$ cat config.mk
export PLATFORM = sky130hd
export DESIGN_NAME = bitproc_unit
export DESIGN_NICKNAME = d
export VERILOG_FILES = /design/src/rtl/bitproc_pkg.sv /design/src/rtl/bitproc_bank.sv /design/src/rtl/bitproc_store.sv /design/src/rtl/bitproc_alu.sv /design/src/rtl/bitproc_branch.sv /design/src/rtl/bitproc_unit.sv
export SDC_FILE = /design/constraint.sdc
export NUM_CORES = 1
export LEC_CHECK = 0
export ABC_AREA = 1
export BUFFER_PORTS_ARGS = -buffer_cell sky130_fd_sc_hd__buf_2
export CORE_MARGIN = 1.5
export CORE_UTILIZATION = 50
export CTS_CLUSTER_DIAMETER = 40
export CTS_CLUSTER_SIZE = 20
export DETAILED_ROUTE_END_ITERATION = 12
export PLACE_DENSITY_LB_ADDON = 0.15
export SYNTH_ARGS = -nofsm -noshare
export SYNTH_HDL_FRONTEND = slang
export SYNTH_SLANG_ARGS = --single-unit
$ cat constraint.sdc
create_clock -name clk -period 2.35 [get_ports clk]
set_input_delay 0.235 -clock clk [delete_from_list [all_inputs] [get_ports clk]]
set_output_delay 0.235 -clock clk [all_outputs]
set_load 0.005 [all_outputs]
$ cat src/rtl/bitproc_pkg.sv
package bitproc_pkg;

   localparam int unsigned OPC_W = 5;

   typedef enum logic [OPC_W-1:0] {
      OP_AND_B   = 5'd0,
      OP_AND_NB  = 5'd1,
      OP_OR_B    = 5'd2,
      OP_OR_NB   = 5'd3,
      OP_LD_C    = 5'd4,
      OP_ST_C    = 5'd5,
      OP_CLR_C   = 5'd6,
      OP_CLR_B   = 5'd7,
      OP_SET_C   = 5'd8,
      OP_SET_B   = 5'd9,
      OP_INV_C   = 5'd10,
      OP_INV_B   = 5'd11,
      OP_BR_C1   = 5'd12,
      OP_BR_C0   = 5'd13,
      OP_BR_B1   = 5'd14,
      OP_BR_B0   = 5'd15,
      OP_BR_B1CL = 5'd16
   } bop_e;

   localparam logic [OPC_W-1:0] LAST_LEGAL = 5'd16;

   typedef struct packed {
      logic       wr_en;
      logic       wr_carry;
      logic       wr_val;
      logic       is_branch;
      logic       take;
      logic       legal;
   } bop_ctl_t;

endpackage

$ cat src/rtl/bitproc_bank.sv
module bitproc_bank #(
   parameter int unsigned BITS  = 128,
   localparam int unsigned IDX_W = $clog2(BITS)
) (
   input  logic             clk,
   input  logic             rst_n,
   input  logic             wr_en,
   input  logic [IDX_W-1:0] wr_idx,
   input  logic             wr_val,
   input  logic [IDX_W-1:0] rd_idx,
   output logic             rd_val
);

   logic [BITS-1:0] cells_q;

   always_ff @(posedge clk or negedge rst_n) begin
      if (!rst_n) begin
         cells_q <= '0;
      end else if (wr_en) begin
         cells_q[wr_idx] <= wr_val;
      end
   end

   assign rd_val = cells_q[rd_idx];

endmodule

$ cat src/rtl/bitproc_store.sv
module bitproc_store #(
   parameter int unsigned ADDR_W     = 8,
   parameter int unsigned NUM_BANKS  = 2,
   parameter logic [7:0]  CARRY_ADDR = 8'hD7,
   localparam int unsigned BANK_SEL_W = $clog2(NUM_BANKS),
   localparam int unsigned BANK_BITS  = (2**ADDR_W) / NUM_BANKS,
   localparam int unsigned IDX_W      = ADDR_W - BANK_SEL_W
) (
   input  logic              clk,
   input  logic              rst_n,
   input  logic [ADDR_W-1:0] addr,
   input  logic              wr_en,
   input  logic              wr_carry,
   input  logic              wr_val,
   output logic              rd_val,
   output logic              carry
);

   logic                  carry_q;
   logic                  hits_carry;
   logic                  carry_we;
   logic [NUM_BANKS-1:0]  bank_rd;
   logic [BANK_SEL_W-1:0] bank_sel;
   logic [IDX_W-1:0]      bank_idx;

   assign hits_carry = (addr == ADDR_W'(CARRY_ADDR));
   assign bank_sel   = addr[ADDR_W-1 -: BANK_SEL_W];
   assign bank_idx   = addr[IDX_W-1:0];
   assign carry_we   = wr_en && (wr_carry || hits_carry);

   always_ff @(posedge clk or negedge rst_n) begin
      if (!rst_n) begin
         carry_q <= 1'b0;
      end else if (carry_we) begin
         carry_q <= wr_val;
      end
   end

   for (genvar g = 0; g < NUM_BANKS; g++) begin : g_bank
      logic bank_we;
      assign bank_we = wr_en && !wr_carry && !hits_carry &&
                       (bank_sel == BANK_SEL_W'(g));
      bitproc_bank #(
         .BITS (BANK_BITS)
      ) i_bank (
         .clk    (clk),
         .rst_n  (rst_n),
         .wr_en  (bank_we),
         .wr_idx (bank_idx),
         .wr_val (wr_val),
         .rd_idx (bank_idx),
         .rd_val (bank_rd[g])
      );
   end

   assign rd_val = hits_carry ? carry_q : bank_rd[bank_sel];
   assign carry  = carry_q;

endmodule

$ cat src/rtl/bitproc_alu.sv
module bitproc_alu
   import bitproc_pkg::*;
(
   input  logic             op_valid,
   input  logic [OPC_W-1:0] op_code,
   input  logic             bit_val,
   input  logic             carry,
   output bop_ctl_t         ctl
);

   bop_ctl_t raw;

   always_comb begin
      raw           = '0;
      raw.legal     = 1'b1;
      case (op_code)
         OP_AND_B:   begin raw.wr_en = 1'b1; raw.wr_carry = 1'b1; raw.wr_val = carry &  bit_val; end
         OP_AND_NB:  begin raw.wr_en = 1'b1; raw.wr_carry = 1'b1; raw.wr_val = carry & ~bit_val; end
         OP_OR_B:    begin raw.wr_en = 1'b1; raw.wr_carry = 1'b1; raw.wr_val = carry |  bit_val; end
         OP_OR_NB:   begin raw.wr_en = 1'b1; raw.wr_carry = 1'b1; raw.wr_val = carry | ~bit_val; end
         OP_LD_C:    begin raw.wr_en = 1'b1; raw.wr_carry = 1'b1; raw.wr_val = bit_val; end
         OP_ST_C:    begin raw.wr_en = 1'b1; raw.wr_val = carry; end
         OP_CLR_C:   begin raw.wr_en = 1'b1; raw.wr_carry = 1'b1; raw.wr_val = 1'b0; end
         OP_CLR_B:   begin raw.wr_en = 1'b1; raw.wr_val = 1'b0; end
         OP_SET_C:   begin raw.wr_en = 1'b1; raw.wr_carry = 1'b1; raw.wr_val = 1'b1; end
         OP_SET_B:   begin raw.wr_en = 1'b1; raw.wr_val = 1'b1; end
         OP_INV_C:   begin raw.wr_en = 1'b1; raw.wr_carry = 1'b1; raw.wr_val = ~carry; end
         OP_INV_B:   begin raw.wr_en = 1'b1; raw.wr_val = ~bit_val; end
         OP_BR_C1:   begin raw.is_branch = 1'b1; raw.take = carry; end
         OP_BR_C0:   begin raw.is_branch = 1'b1; raw.take = ~carry; end
         OP_BR_B1:   begin raw.is_branch = 1'b1; raw.take = bit_val; end
         OP_BR_B0:   begin raw.is_branch = 1'b1; raw.take = ~bit_val; end
         OP_BR_B1CL: begin
            raw.is_branch = 1'b1;
            raw.take      = bit_val;
            raw.wr_en     = bit_val;
            raw.wr_val    = 1'b0;
         end
         default:    raw.legal = 1'b0;
      endcase
   end

   always_comb begin
      ctl           = raw;
      ctl.legal     = raw.legal || !op_valid;
      ctl.wr_en     = raw.wr_en && raw.legal && op_valid;
      ctl.take      = raw.take && raw.is_branch && raw.legal && op_valid;
   end

endmodule

$ cat src/rtl/bitproc_branch.sv
module bitproc_branch #(
   parameter int unsigned PC_W  = 16,
   parameter int unsigned REL_W = 8
) (
   input  logic [PC_W-1:0]  pc_in,
   input  logic [REL_W-1:0] rel,
   input  logic             take,
   output logic [PC_W-1:0]  pc_out
);

   logic [PC_W-1:0] rel_ext;

   if (PC_W > REL_W) begin : g_sext
      assign rel_ext = {{(PC_W-REL_W){rel[REL_W-1]}}, rel};
   end else begin : g_same
      assign rel_ext = rel[PC_W-1:0];
   end

   assign pc_out = take ? (pc_in + rel_ext) : pc_in;

endmodule

$ cat src/rtl/bitproc_unit.sv
module bitproc_unit
   import bitproc_pkg::*;
#(
   parameter int unsigned ADDR_W     = 8,
   parameter int unsigned NUM_BANKS  = 2,
   parameter int unsigned PC_W       = 16,
   parameter int unsigned REL_W      = 8,
   parameter logic [7:0]  CARRY_ADDR = 8'hD7
) (
   input  logic              clk,
   input  logic              rst_n,
   input  logic              op_valid,
   input  logic [4:0]        op_code,
   input  logic [ADDR_W-1:0] bit_addr,
   input  logic [REL_W-1:0]  rel_ofs,
   input  logic [PC_W-1:0]   pc_next_in,
   output logic              carry_o,
   output logic              branch_taken_o,
   output logic [PC_W-1:0]   pc_next_o,
   output logic              illegal_o
);

   if (PC_W < REL_W) begin : g_bad_pc
      $error("bitproc_unit: PC_W must be at least REL_W");
   end
   if (NUM_BANKS < 2 || (2**ADDR_W) % NUM_BANKS != 0) begin : g_bad_bank
      $error("bitproc_unit: NUM_BANKS must be at least 2 and divide the bit space");
   end
   if (ADDR_W != 8) begin : g_bad_addr
      $error("bitproc_unit: carry alias assumes an 8-bit bit address");
   end

   bop_ctl_t ctl;
   logic     bit_val;
   logic     carry;

   bitproc_store #(
      .ADDR_W     (ADDR_W),
      .NUM_BANKS  (NUM_BANKS),
      .CARRY_ADDR (CARRY_ADDR)
   ) i_store (
      .clk      (clk),
      .rst_n    (rst_n),
      .addr     (bit_addr),
      .wr_en    (ctl.wr_en),
      .wr_carry (ctl.wr_carry),
      .wr_val   (ctl.wr_val),
      .rd_val   (bit_val),
      .carry    (carry)
   );

   bitproc_alu i_alu (
      .op_valid (op_valid),
      .op_code  (op_code),
      .bit_val  (bit_val),
      .carry    (carry),
      .ctl      (ctl)
   );

   bitproc_branch #(
      .PC_W  (PC_W),
      .REL_W (REL_W)
   ) i_branch (
      .pc_in  (pc_next_in),
      .rel    (rel_ofs),
      .take   (ctl.take),
      .pc_out (pc_next_o)
   );

   assign carry_o        = carry;
   assign branch_taken_o = ctl.take;
   assign illegal_o      = !ctl.legal;

endmodule

Word level (Yosys, flattened, before mapping)

Index checks and enable logic that the tools add are counted.

Register bits: 257
Output and inout bits: 19
Logic and storage cells: 71
Input bits: 40

$lt $le $gt $ge: 3
Reductions and logical operators: 23
Equal/unequal tests: 17
$add $sub $neg: 1
Multiplexer cells: 17
Bitwise logic cells: 7

Operators with widths:

| kind                                                               | number |
|---|---|
| bitwise mux 128 bit                                                | 2 |
| equality test 5 x 4 -> 1 bit (second input constant)               | 8 |
| equality test 5 x 3 -> 1 bit (second input constant)               | 4 |
| OR reduction 17 bit                                                | 1 |
| adder 16 bit                                                       | 1 |
| two-way mux 16 bit                                                 | 1 |
| binary-select mux 1 bit (select 7 bit)                             | 2 |
| OR reduction 12 bit                                                | 1 |
| logical AND 1 bit                                                  | 11 |
| equality test 5 x 2 -> 1 bit (second input constant)               | 2 |
| case mux 1 bit (9 select lines)                                    | 1 |
| equality test 8 bit (second input constant)                        | 1 |
| < comparator 7 x 8 -> 1 bit (second input constant)                | 1 |
| two-way mux 1 bit                                                  | 8 |
| case mux 2 bit (4 select lines)                                    | 1 |
| OR reduction 8 bit                                                 | 1 |
| demux 1 bit (select 7 bit)                                         | 1 |
| greater-or-equal comparator 7 x 1 -> 1 bit (second input constant) | 1 |
| equality test 5 x 1 -> 1 bit (second input constant)               | 1 |
| equality test 5 bit (second input constant)                        | 1 |
| zero test 5 bit                                                    | 1 |
| zero test 1 bit                                                    | 4 |
| OR reduction 2 bit                                                 | 2 |
| NOT 1 bit                                                          | 3 |
| other kinds (5)                                                    | 8 |

Longest topological paths before layout

Gate-level depths: netlist of the first run.

Word-level depth: 11
Mapped depth: 23
Mapped depth without buffers: 20

Hierarchy

Synthesis of the first run repeated with hierarchy kept, for this count alone.

Cell total of the unflattened synthesis: 1936
Area, all modules: 14717.9 um^2

Modules (own cells, without submodules):

| module         | cells an instance | area each (um^2) | sequential area each (um^2) | instances |
|---|---|---|---|---|
| bitproc_bank   | 810               | 6587.6           | 3203.1                      | 2 |
| bitproc_branch | 221               | 1091.0           | 0.0                         | 1 |
| bitproc_alu    | 70                | 329.1            | 0.0                         | 1 |
| bitproc_store  | 24                | 118.9            | 25.0                        | 1 |
| bitproc_unit   | 1                 | 3.8              | 0.0                         | 1 |

Worst setup path after synthesis of the first run

OpenSTA, ideal clock, no wires.

Kind: input to output
From: in bit_addr[1]
To: out pc_next_o[0]
Data arrival time: 2.076 ns
Setup slack: 0.039 ns
Required time: 2.115 ns
Stages: 19
Cell sequence: buf_4 -> buf_4 -> buf_2 -> nand2_1 -> nor2_1 -> a22oi_1 -> nand4_1 -> nand2_1 -> nand2_1 -> nor2_1 -> nand3_1 -> nand2_1 -> nand2_1 -> o211ai_1 -> nand2_1 -> buf_2 -> inv_1 -> nand2_1 -> nand2_1

Longest elaborated chain between the ends: 11
Elaborated cells between the ends (all ways): 14

Ends and longest elaborated chain:

| what                                                 | line                 | source |
|---|---|---|
| start, declared                                      | bitproc_unit.sv:14   | `input logic [ADDR_W-1:0] bit_addr,` |
| binary-select mux 1 bit (select 7 bit)               | bitproc_bank.sv:24   | `assign rd_val = cells_q[rd_idx];` |
| two-way mux 1 bit (not written as such)              | bitproc_bank.sv:24   |  |
| two-way mux 1 bit (not written as such) (2 in a row) | bitproc_store.sv:56  | `assign rd_val = hits_carry ? carry_q : bank_rd[bank_sel];` |
| two-way mux 1 bit (*)                                | bitproc_store.sv:56  |  |
| NOT 1 bit                                            | bitproc_alu.sv:32    | `OP_BR_B0: begin raw.is_branch = 1'b1; raw.take = ~bit_val; end` |
| case mux 2 bit (4 select lines) (*)                  | bitproc_alu.sv:16    | `case (op_code)` |
| logical AND 1 bit (*) (3 in a row)                   | bitproc_alu.sv:47    | `ctl.take = raw.take && raw.is_branch && raw.legal && op_valid;` |
| named net branch_taken_o                             | bitproc_unit.sv:18   | `output logic branch_taken_o,` |
| two-way mux 16 bit (*)                               | bitproc_branch.sv:19 | `assign pc_out = take ? (pc_in + rel_ext) : pc_in;` |
| end, declared                                        | bitproc_unit.sv:19   | `output logic [PC_W-1:0] pc_next_o,` |

Mark *: on every way through the listed nets, which the timed path passes. The rest lies on a longest branch. The select of a mux whose other input is x is not followed.

Worst setup path in the final report of the first run

From: reg i_store.g_bank[1].i_bank.cells_q[7]
To: out pc_next_o[1]

Longest elaborated chain between the ends: 11

Ends and longest elaborated chain:

| what                                                     | line                 | source |
|---|---|---|
| start, declared                                          | bitproc_bank.sv:14   | `logic [BITS-1:0] cells_q;` |
| start signal, assigned by index                          | bitproc_bank.sv:20   | `cells_q[wr_idx] <= wr_val;` |
| binary-select mux 1 bit (select 7 bit) (*)               | bitproc_bank.sv:24   |  |
| two-way mux 1 bit (not written as such) (*)              | bitproc_bank.sv:24   |  |
| two-way mux 1 bit (not written as such) (*) (2 in a row) | bitproc_store.sv:56  |  |
| two-way mux 1 bit (*)                                    | bitproc_store.sv:56  |  |
| NOT 1 bit                                                | bitproc_alu.sv:32    |  |
| case mux 2 bit (4 select lines) (*)                      | bitproc_alu.sv:16    |  |
| logical AND 1 bit (*) (3 in a row)                       | bitproc_alu.sv:47    |  |
| two-way mux 16 bit (*)                                   | bitproc_branch.sv:19 |  |

Mark *: on every way between the ends. The rest lies on a longest branch, timed or not. The select of a mux whose other input is x is not followed.

==> results of run 1 <==
[cells in the mapped netlist, drive strengths merged]
| cell type | n |
|---|---|
| xor2 | 11 |
| a21oi | 18 |
| o2111ai | 1 |
| o21ai | 79 |
| fa | 1 |
| a221oi | 1 |
| a31oi | 2 |
| o22ai | 2 |
| clkbuf | 10 |
| nand4 | 5 |
| dfrtp | 257 |
| nand3 | 299 |
| nor3 | 6 |
| o31ai | 1 |
| o21bai | 256 |
| a22oi | 1 |
| buf | 131 |
| nor2 | 201 |
| nor4 | 1 |
| ha | 15 |
| inv | 446 |
| xnor2 | 5 |
| o211ai | 11 |
| o32ai | 2 |
| a21o | 2 |
| a211oi | 1 |
| clkinv | 1 |
| nand2 | 782 |
[cell type report]
class                      instances  area [um2]  share of cell area (%)
tap                              448         561                    2.50
clock buffer                      65        1420                    6.33
antenna                            1        2.50                  0.0112
multi-input combinational       1703        8620                    38.5
sequential                       257        6430                    28.7
inverter                         447        1680                    7.50
timing repair buffer             302        3460                    15.4
clock inverter                    26         233                    1.04
[cell families (layout without fill, tap and decap cells)]
family | after synthesis | in the layout | share of synthesized area, %
simple gates | 1294 | 1294 | 30.8
buf+inv | 588 | 840 | 14.8
compound gates | 377 | 377 | 15.0
flops | 257 | 257 | 37.3
fa+ha+maj | 16 | 16 | 1.21
xor+xnor | 16 | 16 | 0.813
other cells | 0 | 1 | 0
[layer usage]
metal / vias up / share of wire, % / GRT usage [%]
li1: 8360 / - / -
met2: 800 / 47 / 52.9
met4: 0 / 4.2 / 13.7
met1: 8358 / 41 / 40.6
met3: 167 / 8.1 / 6.05
met5: - / 0 / 0
[power by group through the flow]
stage                     registers (mW)  clock network, mW  logic [mW]
after floorplan                     4.71                  0        1.18
after CTS                           4.65               7.12        2.35
after detailed placement            4.72                  0        2.11
after global routing                4.67               7.32        2.72
final                               4.66               7.04        2.53
after global placement              4.72                  0        2.09
[state kept, by name, summed over array words and instances, names as in the netlist]
signal / flops
i_store.g_bank.i_bank.cells_q: 256
i_store.carry: 1
[what timing repair did]
| item | 4_1_cts | 5_1_grt |
|---|---|---|
| hold buffers | 1 | 0 |
| endpoints found under the hold margin | 72 | 0 |
| endpoints found under the setup margin | 273 | 273 |
| pin swaps | 6 | 57 |
| cloned | 14 | 14 |
| gates resized for setup | 40 | 107 |
| buffers inserted | 16 | 12 |
[layout by cell type, fill, tap and decap left out, types with 53 or more instances in the layout]
cell	synthesis	final
o21bai_1	256	245
nand3_1	298	293
buf_12	0	53
nand2_1	778	746
buf_2	85	56
inv_1	442	432
buf_4	21	146
clkbuf_16	0	63
dfrtp_1	257	257
nor2_1	192	183
[tightest hold or removal path: stages]
cell and delay (ns):
buf_2 0.15, nand3_1 0.13, a21oi_1 0.07
[worst paths after layout]
kind	start	endpoint	cells after the start
min in group asynchronous	rst_n	i_store.g_bank[0].i_bank.cells_q[20]$_DFFE_PN0P_	2
min reg2reg	i_store.g_bank[1].i_bank.cells_q[87]$_DFFE_PN0P_	i_store.g_bank[1].i_bank.cells_q[87]$_DFFE_PN0P_	0
min	op_valid	i_store.carry$_DFFE_PN0P_	3
max reg2reg	i_store.g_bank[1].i_bank.cells_q[4]$_DFFE_PN0P_	i_store.g_bank[1].i_bank.cells_q[106]$_DFFE_PN0P_	24
max	i_store.g_bank[1].i_bank.cells_q[7]$_DFFE_PN0P_	pc_next_o[1]	19
max in group asynchronous	rst_n	i_store.g_bank[1].i_bank.cells_q[53]$_DFFE_PN0P_	3
==> results.md, run 1 <==
* Unique masters post-synth at 40
* Core Area at 33700 um2
* Die width at ~190 um
* Area delta synth->final at 30.0%
* Grt total ovfl at 0
* Root buffer selected by CTS: clkbuf_16
* Worst slew pin tran at 0.705 ns
* Nets@finish at 2816
* Post-Syn Area at 17200 um2
* Sw power at 4.09 mW
* Clk network pwr share at 49.5%
* Detailed Route Iter0 Violations at between 1500 and 2000
* Inst Count DP at around 3100
* Synth top area share at between 30% and 40%
* Worst R2R Setup Slack at -0.54 ns
* Final Instance Count excl. Fillers at 3249
* Routed WL per cell at 17.9 um
* CP max FO at 14
* Failing checks: negative setup slack
* Clock sink total at 257
* Largest net degree at the start of global routing at 82
* Worst skew pair latency at 0.58 ns
* Dpl cell area at 19300 um2
* Highest Clock Rate at 0.325 GHz
* Cell family with most CP delay: simple AND/OR/NAND/NOR gates
* Starting Density at 51.1%
* Final setup viols at between 200 and 300
* Sequential share of the synthesized area at 37.3%
* Seq pwr share at 32.7%
* Pleak at 10.8 nW
* Most numerous cell on the critical path: nand2_2
* Syn Inst Count at 2548
* CP max stage cell: dfrtp_1
* Rows at 67
* Synth area leaders: dfrtp_1 37%, nand2_1 17%, o21bai_1 11%, inv_1 9.6%, nand3_1 8.7%
* Req. time, crit path at between 2 and 2.5 ns
* Worst Hold Class: in2reg
* Routed Antenna Nets at 0
* PwrDens at roughly 630 nW/um2
* Max-slew violations at 0
* Final HPWL DP at 35100 um
* # DRC at 0
* H-Tree Depth at 2
* DIE AREA at 35600 um2
* Vias in the first global route at 17100
* Share of cells above drive strength 1 at 17.3%
* WHS at 0.0637 ns
* Internal power at 10.1 mW
* Max incr delay on CP at between 0.3 and 0.4 ns
* PortBufs at between 50 and 60
* Setup_tns at -104.94 ns
* Initial antenna violation count at 0
* CTS tree: yes
* Warnings, synthesis at 0
* Slew HR at 53.0%
* First-pass DRT Iterations at 8
* Setup WS pre-CTS at -0.884 ns
* RSZ-0062 raised after global routing: yes
* CP Cell Sequence: nand2_1, o21ai_2, nand2_1, nand2_1, nand2_1, nand2_2, nand2_2, nand2_2, nor2_2, nor2_2, nor2_4, nand3_4, nand2_4, nand2_2, o211ai_1, nand2_2, buf_12, o21ai_1, buf_2
* Post-Layout Inst Area at around 22000 um2
* Vias at 17700
* Worst setup SP type: flop
* Critical path class: reg2out
* FILL cells at ~2800
* Final hold vios at 0
* Post-Syn Nets at between 2000 and 3000
* Worst Path Arrival at 2.84 ns
* Area leader, netlist: dfrtp_1
* Register bit total from synthesis at 257
* Vias/cell at 5.44
* Total power at 14.2 mW
* Final wirelength at just under 60000 um
* Maximum VDD drop at 517 uV
* Fin crit share at 131%
* First-pass GRT wire length at 89600 um
* Switching part of the total at 28.8%
* Fin crit period at 3.08 ns
* I/O Pins at a little under 60
* Clock slew at reported path FFs at 0.05 ns
* Fin Clk Skew at 0.0197 ns
* Num CTS Buffers at 49
* Max Cap Violations at 0
* Critical path buffers and inverters at 2
* Syn_area_per_cell at 6.76 um2
* Status: finished, violations left
* Core Util, Final at 66.5%
* Chip height at 189 um
* Longest Clk Path Bufs at 3
* Comb power frac at 17.8%
* Routability cong. at roughly 0.88
* Final setup margin at -0.727 ns
* All-Layer GR Usage at 31.9%
* CP endpoint kind: output port
Power figures use the tool's default switching activity.
==> inputs of run 2 (changes only) <==
--- a/config.mk
+++ b/config.mk
@@ -7,6 +7,7 @@
 export LEC_CHECK = 0
 export ABC_AREA = 1
 export BUFFER_PORTS_ARGS = -buffer_cell sky130_fd_sc_hd__buf_2
+export CORE_ASPECT_RATIO = 0.5
 export CORE_MARGIN = 1.5
 export CORE_UTILIZATION = 50
 export CTS_CLUSTER_DIAMETER = 40
==> run 2 against run 1 <==
The run still ends with negative setup slack left. Final area down 6.3%. Register-to-register slack about the same. Sequential share of layout area is 1.9 points higher. Clock-buffer cell count is 24 lower. Wire length shrank 7.8%. First-iteration DRC count fell by 12%. Critical path type unchanged.
==> results.md, run 2 (synthesis results as in run 1) <==
* Status: finished, violations left
* Failing checks: negative setup slack
* Vias in the first global route at 16100 (-6.3%)
* Comb power frac at 19.2% (+1.4 points)
* Longest Clk Path Bufs at 3 (unchanged)
* # DRC at 0 (unchanged)
* H-Tree Depth at 2 (unchanged)
* Worst slew pin tran at 0.503 ns (-0.202 ns)
* Biggest register: i_store.g_bank.i_bank.cells_q
* RSZ-0062 raised after global routing: yes
* Clock slew at reported path FFs at 0.06 ns (about the same)
* Fin Clk Skew at 0.0227 ns (+0.00299 ns)
* Sw power at 3.72 mW (-9.1%)
* Clock sink total at 257 (unchanged)
* Commonest non-fill, non-tap cell in the layout: nand2_1
* Chip height at 134 um (-29%)
* Root buffer selected by CTS: clkbuf_16
* Area delta synth->final at 21.8%
* Setup WS pre-CTS at -0.698 ns (+0.187 ns)
* Vias at 16800 (-4.7%)
* Routed WL per cell at 16.9 um (-5.5%)
* Ant. Diodes at 0 (-1)
* Max Cap Violations at 0 (unchanged)
* Switching part of the total at 29.6% (+0.84 points)
* Vias/cell at 5.31 (-2.4%)
* Area of the multi-input gates at 8430 um2 (-2.2%)
* Nets@finish at 2759 (-2.0%)
* CP endpoint kind: output port
* Share of cells above drive strength 1 at 14.2% (-3.1 points)
* All-Layer GR Usage at 30.3% (-1.5 points)
* CP max FO at 8 (-6)
* Worst setup SP type: flop
* Internal power at 8.84 mW (-13%)
* Highest Clock Rate at 0.323 GHz (-0.68%)
* Final hold vios at 0 (unchanged)
* Final HPWL DP at 34900 um (-0.40%)
* Fin crit period at 3.10 ns (+0.0211 ns)
* First-pass DRT Iterations at 7 (-1)
* Core Area at 33500 um2 (-0.71%)
* PwrDens at 599 nW/um2 (-5.7%)
* Critical path class: reg2out
* Total power at 12.6 mW (-12%)
* I/O Pins at 59 (unchanged)
* Worst Hold Class: in2reg
* FILL cells at 3028 (+6.9%)
* Final setup margin at -0.748 ns (-0.0211 ns)
* Clk network pwr share at 43.8% (-5.7 points)
* Pleak at 10.1 nW (-6.5%)
* Final setup viols at 273 (+0.37%)
* Max-slew violations at 0 (unchanged)
* PortBufs at 58 (unchanged)
* Worst skew pair latency at 0.53 ns (-0.05 ns)
* Detailed Route Iter0 Violations at 1445 (-12%)
* Routed Antenna Nets at 0 (unchanged)
* Num CTS Buffers at 34 (-31%)
* Core Util, Final at 62.7% (-3.8 points)
* Most frequent cells in the layout: 758 x nand2_1, 439 x inv_1, 295 x nand3_1
* Initial antenna violation count at 0 (unchanged)
* Grt total ovfl at 0 (unchanged)
* Die width at 266 um (+41%)
* Req. time, crit path at 2.12 ns (about the same)
* Worst Path Arrival at 2.86 ns (+0.02 ns)
* Seq pwr share at 37.0% (+4.3 points)
* Largest net degree at the start of global routing at 65 (-21%)
* Sequential cell area at 6430 um2 (unchanged)
* Fin crit share at 132% (+0.90 points)
* Max reg flops at 256 (unchanged)
* CTS tree: yes
* Maximum VDD drop at 357 uV (-31%)
* Starting Density at 51.5% (+0.37 points)
* DIE AREA at 35600 um2 (+0.19%)
* Rows at 47 (-30%)
* Slew HR at 66.4% (+13 points)
* First-pass GRT wire length at 86000 um (-4.1%)
* Final wirelength at 53700 um (-7.8%)
* Routability cong. at 0.928 (+5.0%)
==> run 2: layout make-up <==
cell class	instances	area share (%)
clock inverters	21	1.14
flip-flops and latches	257	30.7
well taps	441	2.63
inverters	447	8.07
clock buffers	41	4.53
multi-input cells	1703	40.2
repair buffers	260	12.8
==> run 2: worst max-delay path, cell delays in order (launching register included) <==
cell       delay, ns
dfrtp_1         0.40
nand2_1         0.09
o21ai_2         0.06
nand2_1         0.06
nand2_1         0.06
nand2_1         0.08
nand2_2         0.11
nand2_2         0.10
nand3_2         0.06
nand2_2         0.09
inv_2           0.05
nor2_4          0.13
nand3_2         0.13
nand2_2         0.10
nand2_1         0.05
o211ai_1        0.13
nand2_4         0.18
clkbuf_16       0.21
o21ai_2         0.12
buf_2           0.13
==> run 2: metrics by stage <==
step	TNS [ns]	instances	hold slack, ns	area (um2)
finish	-119.86	3170	0.116	21000
global route	-161.70	3170	0.137	21000
CTS	-84.10	3161	0.0883	20800
detailed placement	-174.74	3085	0.138	19200
global placement	-157.87	3085	0.138	19200
floorplan	0	2548	-0.0606	17200
==> run 2: routing by layer <==
metal  wire [um]  vias to the layer above  global-route usage (%)
met5           0                        -                       0
met4        1020                        0                    7.43
met3        4540                       86                    5.53
met2       23800                      641                    47.9
met1       24300                     7924                    43.2
li1            -                     8195                       -
==> run 2: timing repair <==
action / in CTS / in global routing
buffers inserted: 7 / 5
hold buffers: 1 / 0
endpoints found under the setup margin: 273 / 273
pin swaps: 21 / 28
gates cloned: 6 / 4
endpoints found under the hold margin: 220 / 0
resized for setup: 55 / 49
==> run 2: worst paths after layout <==
path	endpoint	startpoint	cells after the start	slack, ns
worst max-delay path	pc_next_o[5]	i_store.g_bank[1].i_bank.cells_q[121]$_DFFE_PN0P_	19	-0.75
worst min-delay path	i_store.carry$_DFFE_PN0P_	op_valid	3	0.12
worst max register to register	i_store.g_bank[1].i_bank.cells_q[13]$_DFFE_PN0P_	i_store.g_bank[0].i_bank.cells_q[15]$_DFFE_PN0P_	23	-0.53
worst min register to register	i_store.g_bank[1].i_bank.cells_q[87]$_DFFE_PN0P_	i_store.g_bank[1].i_bank.cells_q[87]$_DFFE_PN0P_	0	0.39
max in group asynchronous	i_store.g_bank[0].i_bank.cells_q[53]$_DFFE_PN0P_	rst_n	3	1.46
min in group asynchronous	i_store.g_bank[1].i_bank.cells_q[32]$_DFFE_PN0P_	rst_n	2	0.17
==> run 2: power by group through the flow <==
stage	Combinational [mW]	Clock, mW	Sequential (mW)
floorplan	1.18	0	4.71
global placement	2.09	0	4.72
detailed placement	2.10	0	4.73
CTS	2.31	5.56	4.65
global route	2.62	5.75	4.66
finish	2.41	5.51	4.65
